===== src/rtl/pio_pkg.sv =====
package pio_pkg;

  typedef enum logic [2:0] {
    ST_IDLE,
    ST_SETUP,
    ST_STROBE,
    ST_WAIT,
    ST_HOLD,
    ST_RECOVER
  } phase_e;

  // Strobes from control to datapath
  typedef struct packed {
    logic load;     // latch the request
    logic capture;  // latch read data
    logic abort;    // wait limit hit
    logic addrOn;   // address lines valid
    logic strobe;   // strobe asserted
    logic drive;    // write data window
    logic done;     // completion pulse
  } ctrl_s;

endpackage


===== src/rtl/pio_ctrl.sv =====
module pio_ctrl
  import pio_pkg::*;
#(
  parameter int CNT_W = 8,
  parameter int TO_W  = 16
) (
  input  logic             clk,
  input  logic             rstN,
  input  logic             reqValid,
  input  logic             rdySync,
  input  logic [CNT_W-1:0] cfgSetup,
  input  logic [CNT_W-1:0] cfgActive,
  input  logic [CNT_W-1:0] cfgSample,
  input  logic [CNT_W-1:0] cfgHold,
  input  logic [CNT_W-1:0] cfgRecover,
  input  logic [TO_W-1:0]  cfgTimeout,
  output logic             reqReady,
  output ctrl_s            ctrl
);

  localparam int PW = (TO_W > CNT_W + 2) ? TO_W : CNT_W + 2;
  localparam int SYNC_LAT = 2;

  phase_e          state, nextState;
  logic [PW-1:0]   phaseCnt, cntNext, sampleAt;
  logic            doneQ, captureNow, abortNow;

  always_comb begin
    cntNext    = phaseCnt + 1'b1;
    sampleAt   = PW'(cfgSample) + PW'(SYNC_LAT);
    nextState  = state;
    captureNow = 1'b0;
    abortNow   = 1'b0;
    unique case (state)
      ST_IDLE:    if (reqValid) nextState = ST_SETUP;
      ST_SETUP:   if (cntNext >= PW'(cfgSetup)) nextState = ST_STROBE;
      ST_STROBE: begin
        if (phaseCnt == sampleAt && !rdySync) begin
          nextState = ST_WAIT;
        end else if (phaseCnt >= sampleAt && cntNext >= PW'(cfgActive)) begin
          nextState  = ST_HOLD;
          captureNow = 1'b1;
        end
      end
      ST_WAIT: begin
        if (rdySync) begin
          nextState  = ST_HOLD;
          captureNow = 1'b1;
        end else if (cntNext >= PW'(cfgTimeout)) begin
          nextState = ST_HOLD;
          abortNow  = 1'b1;
        end
      end
      ST_HOLD:    if (cntNext >= PW'(cfgHold)) nextState = ST_RECOVER;
      ST_RECOVER: if (cntNext >= PW'(cfgRecover)) nextState = ST_IDLE;
      default:    nextState = ST_IDLE;
    endcase
  end

  always_ff @(posedge clk or negedge rstN) begin
    if (!rstN) begin
      state    <= ST_IDLE;
      phaseCnt <= '0;
      doneQ    <= 1'b0;
    end else begin
      state    <= nextState;
      phaseCnt <= (nextState != state || state == ST_IDLE) ? '0 : cntNext;
      doneQ    <= (state == ST_RECOVER) && (nextState == ST_IDLE);
    end
  end

  assign reqReady     = (state == ST_IDLE);
  assign ctrl.load    = (state == ST_IDLE) && reqValid;
  assign ctrl.capture = captureNow;
  assign ctrl.abort   = abortNow;
  assign ctrl.addrOn  = (state == ST_SETUP) || (state == ST_STROBE) ||
                        (state == ST_WAIT)  || (state == ST_HOLD);
  assign ctrl.strobe  = (state == ST_STROBE) || (state == ST_WAIT);
  assign ctrl.drive   = ctrl.strobe || (state == ST_HOLD);
  assign ctrl.done    = doneQ;

  // strobe cannot end before the ready decision point
  p_no_early_end_r5: assert property (@(posedge clk) disable iff (!rstN)
    (state == ST_STROBE && phaseCnt < sampleAt) |=> ctrl.strobe);

  // a wait with ready low and no timeout keeps the strobe
  p_wait_holds_r6: assert property (@(posedge clk) disable iff (!rstN)
    (state == ST_WAIT && !rdySync && !abortNow) |=> ctrl.strobe);

  // completion is a single-cycle pulse
  p_done_pulse_r11: assert property (@(posedge clk) disable iff (!rstN)
    ctrl.done |=> !ctrl.done);

  // ready to accept only with the bus released
  p_ready_idle_r11: assert property (@(posedge clk) disable iff (!rstN)
    reqReady |-> !ctrl.addrOn);

endmodule


===== src/rtl/pio_datapath.sv =====
module pio_datapath
  import pio_pkg::*;
(
  input  logic        clk,
  input  logic        rstN,
  input  ctrl_s       ctrl,
  input  logic        reqWrite,
  input  logic [1:0]  reqCsN,
  input  logic [2:0]  reqAddr,
  input  logic [7:0]  reqWdata,
  input  logic [15:0] ideDataIn,
  input  logic        ideRdy,
  output logic        rdySync,
  output logic [1:0]  ideCsN,
  output logic [2:0]  ideAddr,
  output logic        ideRdN,
  output logic        ideWrN,
  output logic [15:0] ideDataOut,
  output logic        ideDataOe,
  output logic        doneValid,
  output logic [7:0]  doneRdata,
  output logic        doneErr
);

  logic [1:0] syncQ;
  logic       isWrite, errReg;
  logic [1:0] csReg;
  logic [2:0] addrReg;
  logic [7:0] wdReg, rdReg;

  always_ff @(posedge clk or negedge rstN) begin
    if (!rstN) syncQ <= 2'b11;
    else       syncQ <= {syncQ[0], ideRdy};
  end
  assign rdySync = syncQ[1];

  always_ff @(posedge clk or negedge rstN) begin
    if (!rstN) begin
      isWrite <= 1'b0;
      csReg   <= 2'b11;
      addrReg <= '0;
      wdReg   <= '0;
      rdReg   <= '0;
      errReg  <= 1'b0;
    end else if (ctrl.load) begin
      isWrite <= reqWrite;
      csReg   <= reqCsN;
      addrReg <= reqAddr;
      wdReg   <= reqWdata;
      rdReg   <= '0;
      errReg  <= 1'b0;
    end else if (ctrl.abort) begin
      rdReg  <= '0;
      errReg <= 1'b1;
    end else if (ctrl.capture && !isWrite) begin
      rdReg <= ideDataIn[7:0];
    end
  end

  assign ideCsN     = ctrl.addrOn ? csReg : 2'b11;
  assign ideAddr    = ctrl.addrOn ? addrReg : 3'd0;
  assign ideRdN     = !(ctrl.strobe && !isWrite);
  assign ideWrN     = !(ctrl.strobe && isWrite);
  assign ideDataOe  = ctrl.drive && isWrite;
  assign ideDataOut = ideDataOe ? {8'h00, wdReg} : 16'h0000;
  assign doneValid  = ctrl.done;
  assign doneRdata  = rdReg;
  assign doneErr    = errReg;

  // never both strobes
  p_one_strobe_r3: assert property (@(posedge clk) disable iff (!rstN)
    !(!ideRdN && !ideWrN));

  // write strobe always has the driver on, read strobe never
  p_write_oe_r8: assert property (@(posedge clk) disable iff (!rstN)
    !ideWrN |-> ideDataOe);
  p_read_no_oe_r8: assert property (@(posedge clk) disable iff (!rstN)
    !ideRdN |-> !ideDataOe);

  // address lines do not move under an asserted strobe
  p_addr_stable_r2: assert property (@(posedge clk) disable iff (!rstN)
    (!(ideRdN && ideWrN) && $past(!(ideRdN && ideWrN))) |->
      ($stable(ideAddr) && $stable(ideCsN)));

endmodule


===== src/rtl/pio_reg_seq.sv =====
module pio_reg_seq
  import pio_pkg::*;
#(
  parameter int CNT_W = 8,
  parameter int TO_W  = 16
) (
  input  logic             clk,
  input  logic             rstN,
  input  logic             reqValid,
  output logic             reqReady,
  input  logic             reqWrite,
  input  logic [1:0]       reqCsN,
  input  logic [2:0]       reqAddr,
  input  logic [7:0]       reqWdata,
  input  logic [CNT_W-1:0] cfgSetup,
  input  logic [CNT_W-1:0] cfgActive,
  input  logic [CNT_W-1:0] cfgSample,
  input  logic [CNT_W-1:0] cfgHold,
  input  logic [CNT_W-1:0] cfgRecover,
  input  logic [TO_W-1:0]  cfgTimeout,
  output logic [1:0]       ideCsN,
  output logic [2:0]       ideAddr,
  output logic             ideRdN,
  output logic             ideWrN,
  output logic [15:0]      ideDataOut,
  output logic             ideDataOe,
  input  logic [15:0]      ideDataIn,
  input  logic             ideRdy,
  output logic             doneValid,
  output logic [7:0]       doneRdata,
  output logic             doneErr
);

  ctrl_s ctrl;
  logic  rdySync;

  pio_ctrl #(.CNT_W(CNT_W), .TO_W(TO_W)) uCtrl (
    .clk(clk), .rstN(rstN), .reqValid(reqValid), .rdySync(rdySync),
    .cfgSetup(cfgSetup), .cfgActive(cfgActive), .cfgSample(cfgSample),
    .cfgHold(cfgHold), .cfgRecover(cfgRecover), .cfgTimeout(cfgTimeout),
    .reqReady(reqReady), .ctrl(ctrl)
  );

  pio_datapath uData (
    .clk(clk), .rstN(rstN), .ctrl(ctrl),
    .reqWrite(reqWrite), .reqCsN(reqCsN), .reqAddr(reqAddr), .reqWdata(reqWdata),
    .ideDataIn(ideDataIn), .ideRdy(ideRdy), .rdySync(rdySync),
    .ideCsN(ideCsN), .ideAddr(ideAddr), .ideRdN(ideRdN), .ideWrN(ideWrN),
    .ideDataOut(ideDataOut), .ideDataOe(ideDataOe),
    .doneValid(doneValid), .doneRdata(doneRdata), .doneErr(doneErr)
  );

endmodule


===== config.mk =====
export PLATFORM = sky130hd
export DESIGN_NAME = pio_reg_seq
export DESIGN_NICKNAME = d
export VERILOG_FILES = /design/src/rtl/pio_pkg.sv /design/src/rtl/pio_ctrl.sv /design/src/rtl/pio_datapath.sv /design/src/rtl/pio_reg_seq.sv
export SDC_FILE = /design/constraint.sdc
export NUM_CORES = 1
export LEC_CHECK = 0
export ABC_CLOCK_PERIOD_IN_PS = 4050
export BUFFER_PORTS_ARGS = -buffer_cell sky130_fd_sc_hd__buf_4
export CAP_MARGIN = 20
export CORE_ASPECT_RATIO = 0.7
export CORE_MARGIN = 2
export CORE_UTILIZATION = 40
export CTS_CLUSTER_SIZE = 25
export DETAILED_ROUTE_END_ITERATION = 10
export HOLD_SLACK_MARGIN = 0.08
export PLACE_DENSITY = 0.65
export SYNTH_ARGS = -nofsm -noshare
export SYNTH_HDL_FRONTEND = slang
export SYNTH_SLANG_ARGS = --single-unit

===== constraint.sdc =====
create_clock -name clk -period 4.05 [get_ports clk]
set_input_delay 0.2025 -clock clk [delete_from_list [all_inputs] [get_ports clk]]
set_output_delay 0.2025 -clock clk [all_outputs]
set_load 0.005 [all_outputs]

==> flow_summary.yaml <==
outcome:
  status: "finished clean"
timing:
  min_period_ns: 3.84
  worst_pin_slew_ns: 0.602
  setup_tns_ns: 0
  hold_violations: 0
  fin_crit_sh_pct: 94.8
  worst_slack_ns: 0.210
  relSlewSlack_pct: 59.7
  fmax_mhz: 260
  rsz0062_at_grt: "no"
  fin_worst_skew_ns: 0.00708
  finalMaxSlewViolations: 0
  hold_slack_ns: 0.155
  final-setup-viol-count: 0
worst_hold_path:
  min_from: "reqWdata[3]"
  hold_end: "uData.wdReg[3]$_DFFE_PN0P_"
  hold-path-cell-count: 2
  min_path_type: "in2reg"
placed_design:
  port-buffer-count: 108
  detailed_place_hpwl_microns: 8130
  dp_slack_ns: 0.201
  dp_cells: 682
  gp_congestion: 0.819
die:
  rows: 30
  die-area_sq_mm: 0.0108
  io_pins: 125
  core_area_sq_mm: 0.00968
  start_util_pct: 41.1
  die_x_microns: 123
  die_y_microns: 87.5
yosys:
  syn_area_sq_mm: 0.00398
  syn_inst: 448
  synthArstFlopShare_pct: 100
  synth-warning-count: 0
  ys.flop_type: "dfrtp_1"
  synthDistinctLibCells: 61
  synth_seq_area_share_pct: 28.4
  syn_area_per_cell_sq_um: 8.88
  ys_ff_latch: 45
  synth_edf_count: 0
cts:
  cts_buffers: 5
  ctsLongestPathBuffers: 2
  cts_setup_buffers: 0
  cts.root.buffer_cell: "clkbuf_16"
  clkTransAtPathRegs_ns: 0.06
  clock_sinks: 45
  cts_tree: "yes"
  cts_htree_levels: 2
  insertion_delay_ns: 0.28
final_layout:
  final_cells: 692
  num_antenna_cells: 0
  layout.nets: 712
  layout-drive-gt1-share_pct: 28.0
  fillers: 913
  finalCoreUtilization_pct: 52.7
  syn2layout_area_growth_pct: 28.2
critical_path:
  cp_slowest_stage_delay_ns: 0.45
  path_depth: 12
  rr_worst_depth: 12
  start_kind: "flip-flop"
  rrSetupSlack_ns: 0.21
  cpMaxStageDelayCell: "or3_4"
  crit_arrival_ns: 4.02
  endpoint_kind: "flip-flop"
  worstSetupPathType: "reg2reg"
  worst-endpoint-required_ns: 4.23
  critical_path.top_delay_family: "simple AND/OR/NAND/NOR gates"
  crit_fanout: 11
  r2r_start: "uCtrl.phaseCnt[0]$_DFF_PN0_"
  crit_chain: "ha_1 -> nand3_4 -> nor4_2 -> xor2_1 -> ha_1 -> and4_1 -> nand4_1 -> a211o_1 -> o22a_1 -> a31o_2 -> or3_4 -> o41ai_1"
  critical_path.most_common_cell: "ha_1"
  critPathBufInv: 0
  r2r_end: "uCtrl.phaseCnt[0]$_DFF_PN0_"
routing:
  drt_pass1_iterations: 4
  drt_iter0_markers: 92
  viasPerCell: 5.14
  drt-total-wl_microns: 10100
  ant_nets: 0
  post_drt_wl_per_cell_microns: 14.6
  drt_drc_violations_left: 0
  vias: 3554
global_route:
  grt_pass1_wl_microns: 16000
  grt_pass1_vias: 3402
  grt_max_degree: 46
  grt.overflow.total: 0
  grt_antenna_before_repair: 0
  grtUsageTotal_pct: 18.7
power:
  p_leak_uw: 0.00277
  switching_share_pct: 35.1
  switchingPower_uw: 665
  power.internal_uw: 1230
  ir_drop_mv: 0.265
  p_per_area_mw_per_mm2: 372
  p_comb_share_pct: 46.3
  p_seq_share_pct: 33.1
  p_clk_share_pct: 20.6
flow_run:
  maxCapViolCount: 0
==> Yosys cell counts (all sizes together) (2+ instances only) <==
cell type | instances | area, sq um
o32ai | 9 | 78.8
o21a | 3 | 22.5
o21ai | 10 | 50.1
a21o | 9 | 67.6
xor2 | 10 | 87.6
nor2 | 26 | 100
buf | 13 | 88.8
mux2 | 14 | 158
nand4 | 8 | 77.6
inv | 66 | 248
and2 | 14 | 87.6
nor4 | 2 | 18.8
nor4b | 2 | 30.0
nor3 | 8 | 51.3
o31ai | 10 | 75.1
dfrtp | 41 | 1030
a211o | 4 | 35.0
o31a | 2 | 17.5
a21oi | 17 | 85.1
o41ai | 2 | 17.5
nand2b | 5 | 31.3
nand2 | 30 | 113
dfstp | 4 | 105
and3 | 8 | 50.1
clkbuf | 5 | 18.8
nor2b | 4 | 25.0
xnor2 | 11 | 96.3
or2 | 2 | 12.5
a211oi | 2 | 15.0
o211ai | 12 | 90.1
a2111oi | 2 | 18.8
nand3 | 15 | 87.6
or3 | 4 | 30.0
ha | 59 | 738
==> area by class of cell <==
type,instances,area (sq um),share of cell area (%)
Timing Repair Buffer,119,898,17.6
Multi-Input combinational cell,326,2520,49.5
Clock inverter,2,10.0,0.196
Sequential cell,45,1130,22.2
Tap cell,128,160,3.14
Inverter,66,248,4.86
Clock buffer,6,129,2.53
==> kinds of logic (layout without fill, tap and decap cells) <==
family / Yosys count / in the layout / synth area share (%)
AOI/OAI and AO/OA: 92 / 92 / 16.7
xor gates and xnor gates: 21 / 21 / 4.62
adders and majority gates: 59 / 59 / 18.5
buffers and inverters: 84 / 193 / 8.93
DFF: 45 / 45 / 28.4
muxes: 14 / 14 / 3.96
other: 1 / 8 / 0.0942
and+or+nand+nor: 132 / 132 / 18.8
==> worst max-delay path by stage <==
stage	startpoint	endpoint	slack [ns]
6_report	uCtrl.phaseCnt[0]$_DFF_PN0_	uCtrl.phaseCnt[0]$_DFF_PN0_	0.21
5_1_grt	uCtrl.phaseCnt[0]$_DFF_PN0_	uCtrl.phaseCnt[8]$_DFF_PN0_	0.006
4_1_cts	uCtrl.phaseCnt[2]$_DFF_PN0_	uCtrl.phaseCnt[0]$_DFF_PN0_	0.17
3_5_place_dp	uCtrl.phaseCnt[2]$_DFF_PN0_	uCtrl.phaseCnt[0]$_DFF_PN0_	0.20
3_3_place_gp	uCtrl.phaseCnt[2]$_DFF_PN0_	uCtrl.phaseCnt[0]$_DFF_PN0_	0.28
2_1_floorplan	uCtrl.phaseCnt[0]$_DFF_PN0_	uCtrl.phaseCnt[1]$_DFF_PN0_	0.42
==> power by group through the flow <==
stage / clock, uW / sequential (uW) / combinational [uW]
after floorplan: 0 / 626 / 556
final: 390 / 628 / 878
after global placement: 0 / 629 / 856
after detailed placement: 0 / 635 / 878
after CTS: 397 / 628 / 883
after global routing: 417 / 641 / 983
==> per-stage QoR <==
| step | power, uW | instance area, sq um |
|---|---|---|
| after global routing | 2040 | 5100 |
| after CTS | 1910 | 5100 |
| after global placement | 1480 | 4940 |
| after floorplan | 1180 | 4010 |
| after detailed placement | 1510 | 4940 |
| final | 1900 | 5100 |
==> layer usage <==
metal	track usage [%]	share of wire, %	vias up
met4	2.38	0.52	0
met3	4.58	8.0	4
met1	26.6	47	1649
met2	29.6	44	97
li1	-	-	1804
met5	0	0	-
==> worst register-to-register path: cells and delay by family, from the launching register on <==
kind | cells | cell delay, ns
compound gates | 4 | 1.17
xor+xnor | 1 | 0.14
fa+ha+maj | 2 | 0.58
flops | 1 | 0.42
simple gates | 5 | 1.42
==> repair_timing <==
action                     CTS  global route
setup endpoints to repair    0             7
hold endpoints to repair    42             0
gates resized for setup      0             2
hold buffers                 2             0
==> placed cells by master (no fill, tap or decap), types with 10 or more instances in the layout <==
cell type  instances
xnor2_1           11
dfrtp_1           40
ha_1              59
xor2_1            10
nand2_1           30
and2_1            14
o211ai_1          12
inv_1             66
mux2_2            14
a21oi_1           17
nand3_1           14
buf_4            117
o31ai_1           10
nor2_1            25
==> registers in the layout, indices dropped and copies added (netlist names) <==
| signal | cells |
|---|---|
| uData.syncQ | 2 |
| uData.doneErr | 1 |
| uData.wdReg | 8 |
| uData.doneRdata | 8 |
| uCtrl.phaseCnt | 16 |
| uData.addrReg | 3 |
| uCtrl.state | 3 |
| uData.csReg | 2 |
| uData.isWrite | 1 |
| uCtrl.doneQ | 1 |
No activity file was read; power rests on OpenSTA's default activity.
